### src/rtl/dma_desc_engine.sv
module dma_desc_engine #(
  parameter int NCH = 4,
  parameter int PW  = 2,
  parameter int CW  = 16,
  parameter int RA  = $clog2(NCH*8 + NCH + 4)
) (
  input  logic           clk,
  input  logic           rst_n,
  input  logic           cfg_we,
  input  logic [RA-1:0]  cfg_addr,
  input  logic [31:0]    cfg_wdata,
  output logic [31:0]    cfg_rdata,
  input  logic [NCH-1:0] hw_req,
  output logic           mem_en,
  output logic           mem_we,
  output logic [31:0]    mem_addr,
  output logic [31:0]    mem_wdata,
  input  logic [31:0]    mem_rdata,
  output logic [NCH-1:0] irq_done,
  output logic [NCH-1:0] err_flag,
  output logic           irq_err
);
  localparam int CH_W = $clog2(NCH);
  localparam logic [RA-1:0] A_PRIO = RA'(NCH*8);
  localparam logic [RA-1:0] A_HWEN = RA'(NCH*8 + NCH);
  localparam logic [RA-1:0] A_EEI  = RA'(NCH*8 + NCH + 1);
  localparam logic [RA-1:0] A_DONE = RA'(NCH*8 + NCH + 2);
  localparam logic [RA-1:0] A_ERR  = RA'(NCH*8 + NCH + 3);

  typedef enum logic [2:0] {S_IDLE, S_LOAD, S_RD, S_WR, S_WB} st_t;

  logic [31:0]     desc [NCH*8];
  logic [PW-1:0]   prio [NCH];
  logic [NCH-1:0]  hw_en, eei, done_q, err_q, start_v, pend;
  st_t             st;
  logic [CH_W-1:0] ch, win;
  logic [31:0]     sa, da, nb_left;
  logic [15:0]     soff, doff;
  logic [CW-1:0]   citer, biter;
  logic [31:0]     d_sa, d_da, d_nb, d_off;
  logic [CW-1:0]   d_ci, d_bi;
  logic            cfg_bad;

  always_comb
    for (int c = 0; c < NCH; c++) start_v[c] = desc[c*8 + 6][0];

  assign pend = ~err_q & (start_v | (hw_en & hw_req));

  always_comb begin
    logic          found;
    logic [PW-1:0] best;
    found = 1'b0;
    best  = '0;
    win   = '0;
    for (int c = 0; c < NCH; c++)
      if (pend[c] && (!found || prio[c] > best)) begin
        found = 1'b1;
        best  = prio[c];
        win   = CH_W'(c);
      end
  end

  assign d_sa  = desc[{ch, 3'd0}];
  assign d_da  = desc[{ch, 3'd1}];
  assign d_nb  = desc[{ch, 3'd2}];
  assign d_off = desc[{ch, 3'd3}];
  assign d_ci  = desc[{ch, 3'd4}][CW-1:0];
  assign d_bi  = desc[{ch, 3'd5}][CW-1:0];
  assign cfg_bad = (d_nb == '0) || (d_nb[1:0] != 2'b00) || (d_sa[1:0] != 2'b00) ||
                   (d_da[1:0] != 2'b00) || (d_ci == '0);

  assign mem_en    = (st == S_RD) || (st == S_WR);
  assign mem_we    = (st == S_WR);
  assign mem_addr  = (st == S_WR) ? da : sa;
  assign mem_wdata = mem_rdata;

  assign irq_done = done_q;
  assign err_flag = err_q;
  assign irq_err  = |(err_q & eei);

  always_comb begin
    cfg_rdata = '0;
    if (cfg_addr < A_PRIO) cfg_rdata = desc[cfg_addr[CH_W+2:0]];
    for (int c = 0; c < NCH; c++)
      if (cfg_addr == A_PRIO + RA'(c)) cfg_rdata = 32'(prio[c]);
    if (cfg_addr == A_HWEN) cfg_rdata = 32'(hw_en);
    if (cfg_addr == A_EEI)  cfg_rdata = 32'(eei);
    if (cfg_addr == A_DONE) cfg_rdata = 32'(done_q);
    if (cfg_addr == A_ERR)  cfg_rdata = 32'(err_q);
  end

  always_ff @(posedge clk) begin
    if (!rst_n) begin
      for (int i = 0; i < NCH*8; i++) desc[i] <= '0;
      for (int c = 0; c < NCH; c++) prio[c] <= '0;
      hw_en   <= '0;
      eei     <= '0;
      done_q  <= '0;
      err_q   <= '0;
      st      <= S_IDLE;
      ch      <= '0;
      sa      <= '0;
      da      <= '0;
      nb_left <= '0;
      soff    <= '0;
      doff    <= '0;
      citer   <= '0;
      biter   <= '0;
    end else begin
      if (cfg_we) begin
        if (cfg_addr < A_PRIO) desc[cfg_addr[CH_W+2:0]] <= cfg_wdata;
        for (int c = 0; c < NCH; c++)
          if (cfg_addr == A_PRIO + RA'(c)) prio[c] <= cfg_wdata[PW-1:0];
        if (cfg_addr == A_HWEN) hw_en  <= cfg_wdata[NCH-1:0];
        if (cfg_addr == A_EEI)  eei    <= cfg_wdata[NCH-1:0];
        if (cfg_addr == A_DONE) done_q <= done_q & ~cfg_wdata[NCH-1:0];
        if (cfg_addr == A_ERR)  err_q  <= err_q & ~cfg_wdata[NCH-1:0];
      end
      case (st)
        S_IDLE: if (|pend) begin
          ch <= win;
          st <= S_LOAD;
        end
        S_LOAD: begin
          sa      <= d_sa;
          da      <= d_da;
          nb_left <= d_nb;
          soff    <= d_off[15:0];
          doff    <= d_off[31:16];
          citer   <= d_ci;
          biter   <= d_bi;
          if (cfg_bad) begin
            err_q[ch]             <= 1'b1;
            desc[{ch, 3'd6}][0]   <= 1'b0;
            st                    <= S_IDLE;
          end else begin
            st <= S_RD;
          end
        end
        S_RD: st <= S_WR;
        S_WR: begin
          sa      <= sa + {{16{soff[15]}}, soff};
          da      <= da + {{16{doff[15]}}, doff};
          nb_left <= nb_left - 32'd4;
          st      <= (nb_left == 32'd4) ? S_WB : S_RD;
        end
        S_WB: begin
          desc[{ch, 3'd0}] <= sa;
          desc[{ch, 3'd1}] <= da;
          if (citer == CW'(1)) begin
            desc[{ch, 3'd4}]    <= 32'(biter);
            desc[{ch, 3'd6}][0] <= 1'b0;
            hw_en[ch]           <= 1'b0;
            if (desc[{ch, 3'd6}][1]) done_q[ch] <= 1'b1;
          end else begin
            desc[{ch, 3'd4}] <= 32'(citer - CW'(1));
          end
          st <= S_IDLE;
        end
        default: st <= S_IDLE;
      endcase
    end
  end
endmodule

### config.mk
export PLATFORM = sky130hd
export DESIGN_NAME = dma_desc_engine
export DESIGN_NICKNAME = d
export VERILOG_FILES = /design/src/rtl/dma_desc_engine.sv
export SDC_FILE = /design/constraint.sdc
export NUM_CORES = 2
export LEC_CHECK = 0
export BUFFER_PORTS_ARGS = -buffer_cell sky130_fd_sc_hd__buf_2
export CAP_MARGIN = 30
export CORE_MARGIN = 2
export CORE_UTILIZATION = 40
export DETAILED_ROUTE_END_ITERATION = 10
export GPL_TIMING_DRIVEN = 0
export MAX_ROUTING_LAYER = met4
export SYNTH_ARGS = -nofsm -noshare
export SYNTH_HDL_FRONTEND = slang
export SYNTH_SLANG_ARGS = --single-unit
export TNS_END_PERCENT = 50
### constraint.sdc
create_clock -name clk -period 8.1 [get_ports clk]
set_input_delay 1.215 -clock clk [delete_from_list [all_inputs] [get_ports clk]]
set_output_delay 1.215 -clock clk [all_outputs]
set_load 0.1 [all_outputs]
==> metrics.sh <==
NNETSFINAL=5628
AREA_LEADER_NETLIST='sky130_fd_sc_hd__edfxtp_1'
DESIGN.DIE.AREA_SQ_UM=164000
ROUTE.DETAILED.VIAS_PER_INST=6.74
MAXCAPVIOLCOUNT=0
DIEWIDTH_UM=405
CTS.REPORTEDPATHS.CLKPINSLEW_PS=50
RELSLEWSLACK=0.231
SYNTH-ASYNC-RESET-RATIO=0
SYNTH.AREA.TOP_CELLS='sky130_fd_sc_hd__edfxtp_1 (48%), sky130_fd_sc_hd__mux4_2 (16%), sky130_fd_sc_hd__dfxtp_1 (5.8%)'
SETUP_VIOL=0
SYNTH_TOP_AREA_FRAC=0.479
OUTCOME='finished clean'
SYNTHTOLAYOUTAREAGROWTH_PCT=16.4
CELL_INTERNAL_PWR_mW=11.3
POWER.LEAKAGE_nW=27.0
MAPPEDNETLISTAREA_SQ_UM=64400
FINALCRITICALPERIOD_PS=6600
PLACE.GP.CONGESTION=1.05
DETAIL_ROUTE.ITER0.VIOLATIONS=9800
SETUP-TNS-FINAL_PS=0
MAX_FREQ_MHz=152
PLACEABLECOREAREA_SQ_UM=160000
GRT_START_MAX_NET_PINS=26
NUM_IO_PINS=184
TOTAL_CLOCK_BUFFERS_CREATED_BY_CTS=140
IRDROPWORSTVDD_uV=234
TIMING.FINAL.HOLD_VIOLATIONS=0
FINAL_CORE_UTIL=0.468
GLOBALROUTETOTALUTIL=0.409
ROOT_BUFFER='sky130_fd_sc_hd__clkbuf_16'
DIE-HEIGHT_UM=405
SYNTHESIS.YOSYS.WARNINGS=0
CLK_LATENCY_PS=840
DETAILEDROUTE.FIRSTPASSITERATIONCOUNT=6
ANTENNA_VIOLATING_NETS_POST_ROUTE=0
SEQ_POWER_SHARE=0.462
NUM-FILL-CELLS=14400
SETUP.WORST_PATH.START_CLASS='primary input'
NUMBER_OF_FLOPS_MAPPED_TO_ENABLE_CELLS_BY_YOSYS=1028
END_KIND='primary output'
CRIT_SHARE_POST_ROUTE=0.815
HOLDCRITPATHCLASS='reg2reg'
WORST-PATH-MAX-FANOUT=10
MIN_FROM='doff[4]'
CTS.HOLD.BUFFERS_ADDED=0
DRT_DRC_VIOLATIONS_LEFT=0
CLOCK_TREE.BUFFER_DEPTH=3
TRITONCTS='done'
GRT_PASS1_VIAS=48500
SYN_INST=5009
FINCLKSKEW_PS=33.5
WORSTSETUPPATHTYPE='in2out'
POST_CTS_BUFFERS=0
GRT_FIRST_PASS_WIRELENGTH_UM=433000
POWER.NET_SWITCHING_mW=4.47
CRIT_ARRIVAL_PS=5380
DETAIL_ROUTE.WL_PER_CELL_UM=42.5
YOSYSUNIQUECELLTYPES=80
CTS_RESIZED=0
SYNTH_NETS=5160
INITIAL_CORE_UTIL=0.402
CLOCK_SINK_COUNT=1215
SYNTH_FLOP_CELL='sky130_fd_sc_hd__edfxtp_1'
ANTENNA_FOUND_INITIAL=36
GRT_REMAINING_OVERFLOW=0
CORE.ROWCOUNT=147
LAYOUT-DRIVE-GT1-SHARE=0.208
POWER_FRAC_CLOCK=0.407
CRITICAL_PATH.REG2REG.STARTPOINT='desc[6][0]'
P_COMB_FRAC=0.131
SW_FRAC_OF_TOTAL=0.283
ACTUAL_SLEW_AT_THE_WORST_MAX_SLEW_PIN_PS=1150
SLEW_VIOL_FINAL=0
DRT_WL_TOTAL_UM=330000
CTS_HTREE_LEVELS=4
IO_BUFFER_COUNT=145
SYNTH_SEQ_AREA_SHARE=0.537
YS_FF_LATCH=1215
POST-DP-HPWL_UM=257000
PWR_PER_CELL_AREA_nW_PER_UM2=210
CRITPATHREQUIREDTIME_PS=6880
DETAILROUTE.VIA_COUNT=52500
SETUP_REPAIR_AFTER_GLOBAL_ROUTING_MISSED_ITS_MARGIN='false'
CRIT_PATH_START='cfg_addr[1]'
POSTSYNTHAREAPERCELL_SQ_UM=12.9
[state kept, by name, indices dropped and copies added (netlist names), named ones only]
register	flops
nb_left	32
da	32
ch	2
prio	8
st	3
desc	1024
irq_done	4
err_flag	4
citer	16
hw_en	4
eei	4
doff	16
sa	32
biter	16
soff	16
[through the flow]
| step | power, mW | worst slack (ps) | cells | instance area, sq um | hold slack, ps |
|---|---|---|---|---|---|
| 2_1_floorplan | 8.39 | 1470 | 5009 | 64400 | 436 |
| 3_3_place_gp | 9.29 | -5380 | 7314 | 67900 | 452 |
| 3_5_place_dp | 9.37 | 1520 | 7491 | 70400 | 453 |
| 4_1_cts | 15.6 | 1720 | 7746 | 74900 | 460 |
| 5_1_grt | 15.9 | 1600 | 7768 | 75000 | 476 |
| 6_report | 15.8 | 1500 | 7778 | 75000 | 461 |
[worst max-delay path, cell delays in order]
cell,delay [ps]
sky130_fd_sc_hd__buf_2,140
sky130_fd_sc_hd__buf_4,240
sky130_fd_sc_hd__buf_2,530
sky130_fd_sc_hd__buf_1,720
sky130_fd_sc_hd__buf_2,740
sky130_fd_sc_hd__mux4_2,460
sky130_fd_sc_hd__a22oi_1,260
sky130_fd_sc_hd__o211ai_1,150
sky130_fd_sc_hd__a21oi_1,370
sky130_fd_sc_hd__nor2_1,160
sky130_fd_sc_hd__buf_2,340
[power by group through the flow]
stage          logic (mW)  registers [mW]  clock network [mW]
6_report             2.06            7.29                6.41
5_1_grt              2.06            7.30                6.59
4_1_cts              1.97            7.27                6.36
3_5_place_dp         1.97            7.40                   0
3_3_place_gp         1.85            7.44                   0
2_1_floorplan        1.09            7.29                   0
[synthesized netlist by cell type, drive strengths merged, types with 7 or more instances]
cell type and count:
a211oi 37, a21o 97, a21oi 251, a22o 249, a22oi 16, a311oi 9
a31oi 10, a32oi 10, and2 549, and3 112, buf 122, clkbuf 394
dfxtp 187, edfxtp 1028, ha 72, inv 47, mux2i 54, mux4 462
nand2 506, nand2b 22, nand3 30, nand4 19, nor2 205, nor2b 11
nor3 43, nor4 27, o2111ai 7, o211ai 24, o21ai 210, o21bai 7
o221ai 7, o22ai 18, o31ai 8, o32ai 7, or3 13, xnor2 39
xor2 17
[cell type report]
type / instances / area, sq um / share of cell area
Sequential cell: 1215 / 34600 / 0.461
Multi-Input combinational cell: 3230 / 27600 / 0.369
Clock buffer: 191 / 3880 / 0.0517
Timing Repair Buffer: 326 / 3110 / 0.0415
Tap cell: 2160 / 2700 / 0.0360
Buffer: 516 / 2220 / 0.0296
Clock inverter: 64 / 594 / 0.00792
Inverter: 48 / 180 / 0.00240
Antenna cell: 28 / 70.1 / 0.000934
[metal layers]
layer	wire [um]	track usage	up-vias	part of all wire
met4	21700	0.213	0	0.066
li1	-	-	20100	-
met2	142000	0.588	4595	0.43
met3	47200	0.139	949	0.14
met1	120000	0.509	26800	0.36
met5	0	-	-	0
[cell usage in the layout (no fill, tap or decap), types with 24 or more instances in the layout]
| cell type | netlist | routed |
|---|---|---|
| sky130_fd_sc_hd__a21o_1 | 97 | 97 |
| sky130_fd_sc_hd__buf_4 | 46 | 109 |
| sky130_fd_sc_hd__buf_6 | 6 | 29 |
| sky130_fd_sc_hd__edfxtp_1 | 1028 | 1028 |
| sky130_fd_sc_hd__clkbuf_16 | 0 | 143 |
| sky130_fd_sc_hd__mux2i_1 | 54 | 54 |
| sky130_fd_sc_hd__buf_8 | 0 | 63 |
| sky130_fd_sc_hd__nor2_1 | 199 | 198 |
| sky130_fd_sc_hd__nor4_1 | 26 | 25 |
| sky130_fd_sc_hd__xnor2_1 | 39 | 39 |
| sky130_fd_sc_hd__a211oi_1 | 37 | 37 |
| sky130_fd_sc_hd__buf_2 | 39 | 189 |
| sky130_fd_sc_hd__diode_2 | 0 | 28 |
| sky130_fd_sc_hd__buf_1 | 31 | 28 |
| sky130_fd_sc_hd__nand3_1 | 28 | 28 |
| sky130_fd_sc_hd__ha_1 | 72 | 72 |
| sky130_fd_sc_hd__a22o_1 | 249 | 249 |
| sky130_fd_sc_hd__nand2_1 | 506 | 503 |
| sky130_fd_sc_hd__o21ai_0 | 183 | 168 |
| sky130_fd_sc_hd__clkbuf_1 | 394 | 419 |
| sky130_fd_sc_hd__a21oi_1 | 249 | 249 |
| sky130_fd_sc_hd__mux4_2 | 462 | 462 |
| sky130_fd_sc_hd__dfxtp_1 | 187 | 187 |
| sky130_fd_sc_hd__clkinv_1 | 1 | 26 |
| sky130_fd_sc_hd__o211ai_1 | 24 | 24 |
| sky130_fd_sc_hd__nor3_1 | 42 | 41 |
| sky130_fd_sc_hd__and3_1 | 112 | 112 |
| sky130_fd_sc_hd__inv_1 | 46 | 46 |
| sky130_fd_sc_hd__and2_1 | 549 | 549 |
[worst paths after layout]
kind	slack, ps	to	cells after the start
setup / recovery	1500	cfg_rdata[12]	11
hold / removal	460	doff[4]	2
setup reg to reg	2350	ch[0]	24
hold reg to reg	460	doff[4]	2
[cell families after synthesis]
kind of cell / synth area share
DFF: 0.537
and+or+nand+nor: 0.124
buffers and inverters: 0.0370
xor gates and xnor gates: 0.00761
AOI/OAI and AO/OA: 0.108
muxes: 0.171
adders and majority gates: 0.0146
Note: power is estimated with default switching activity, not from simulation.
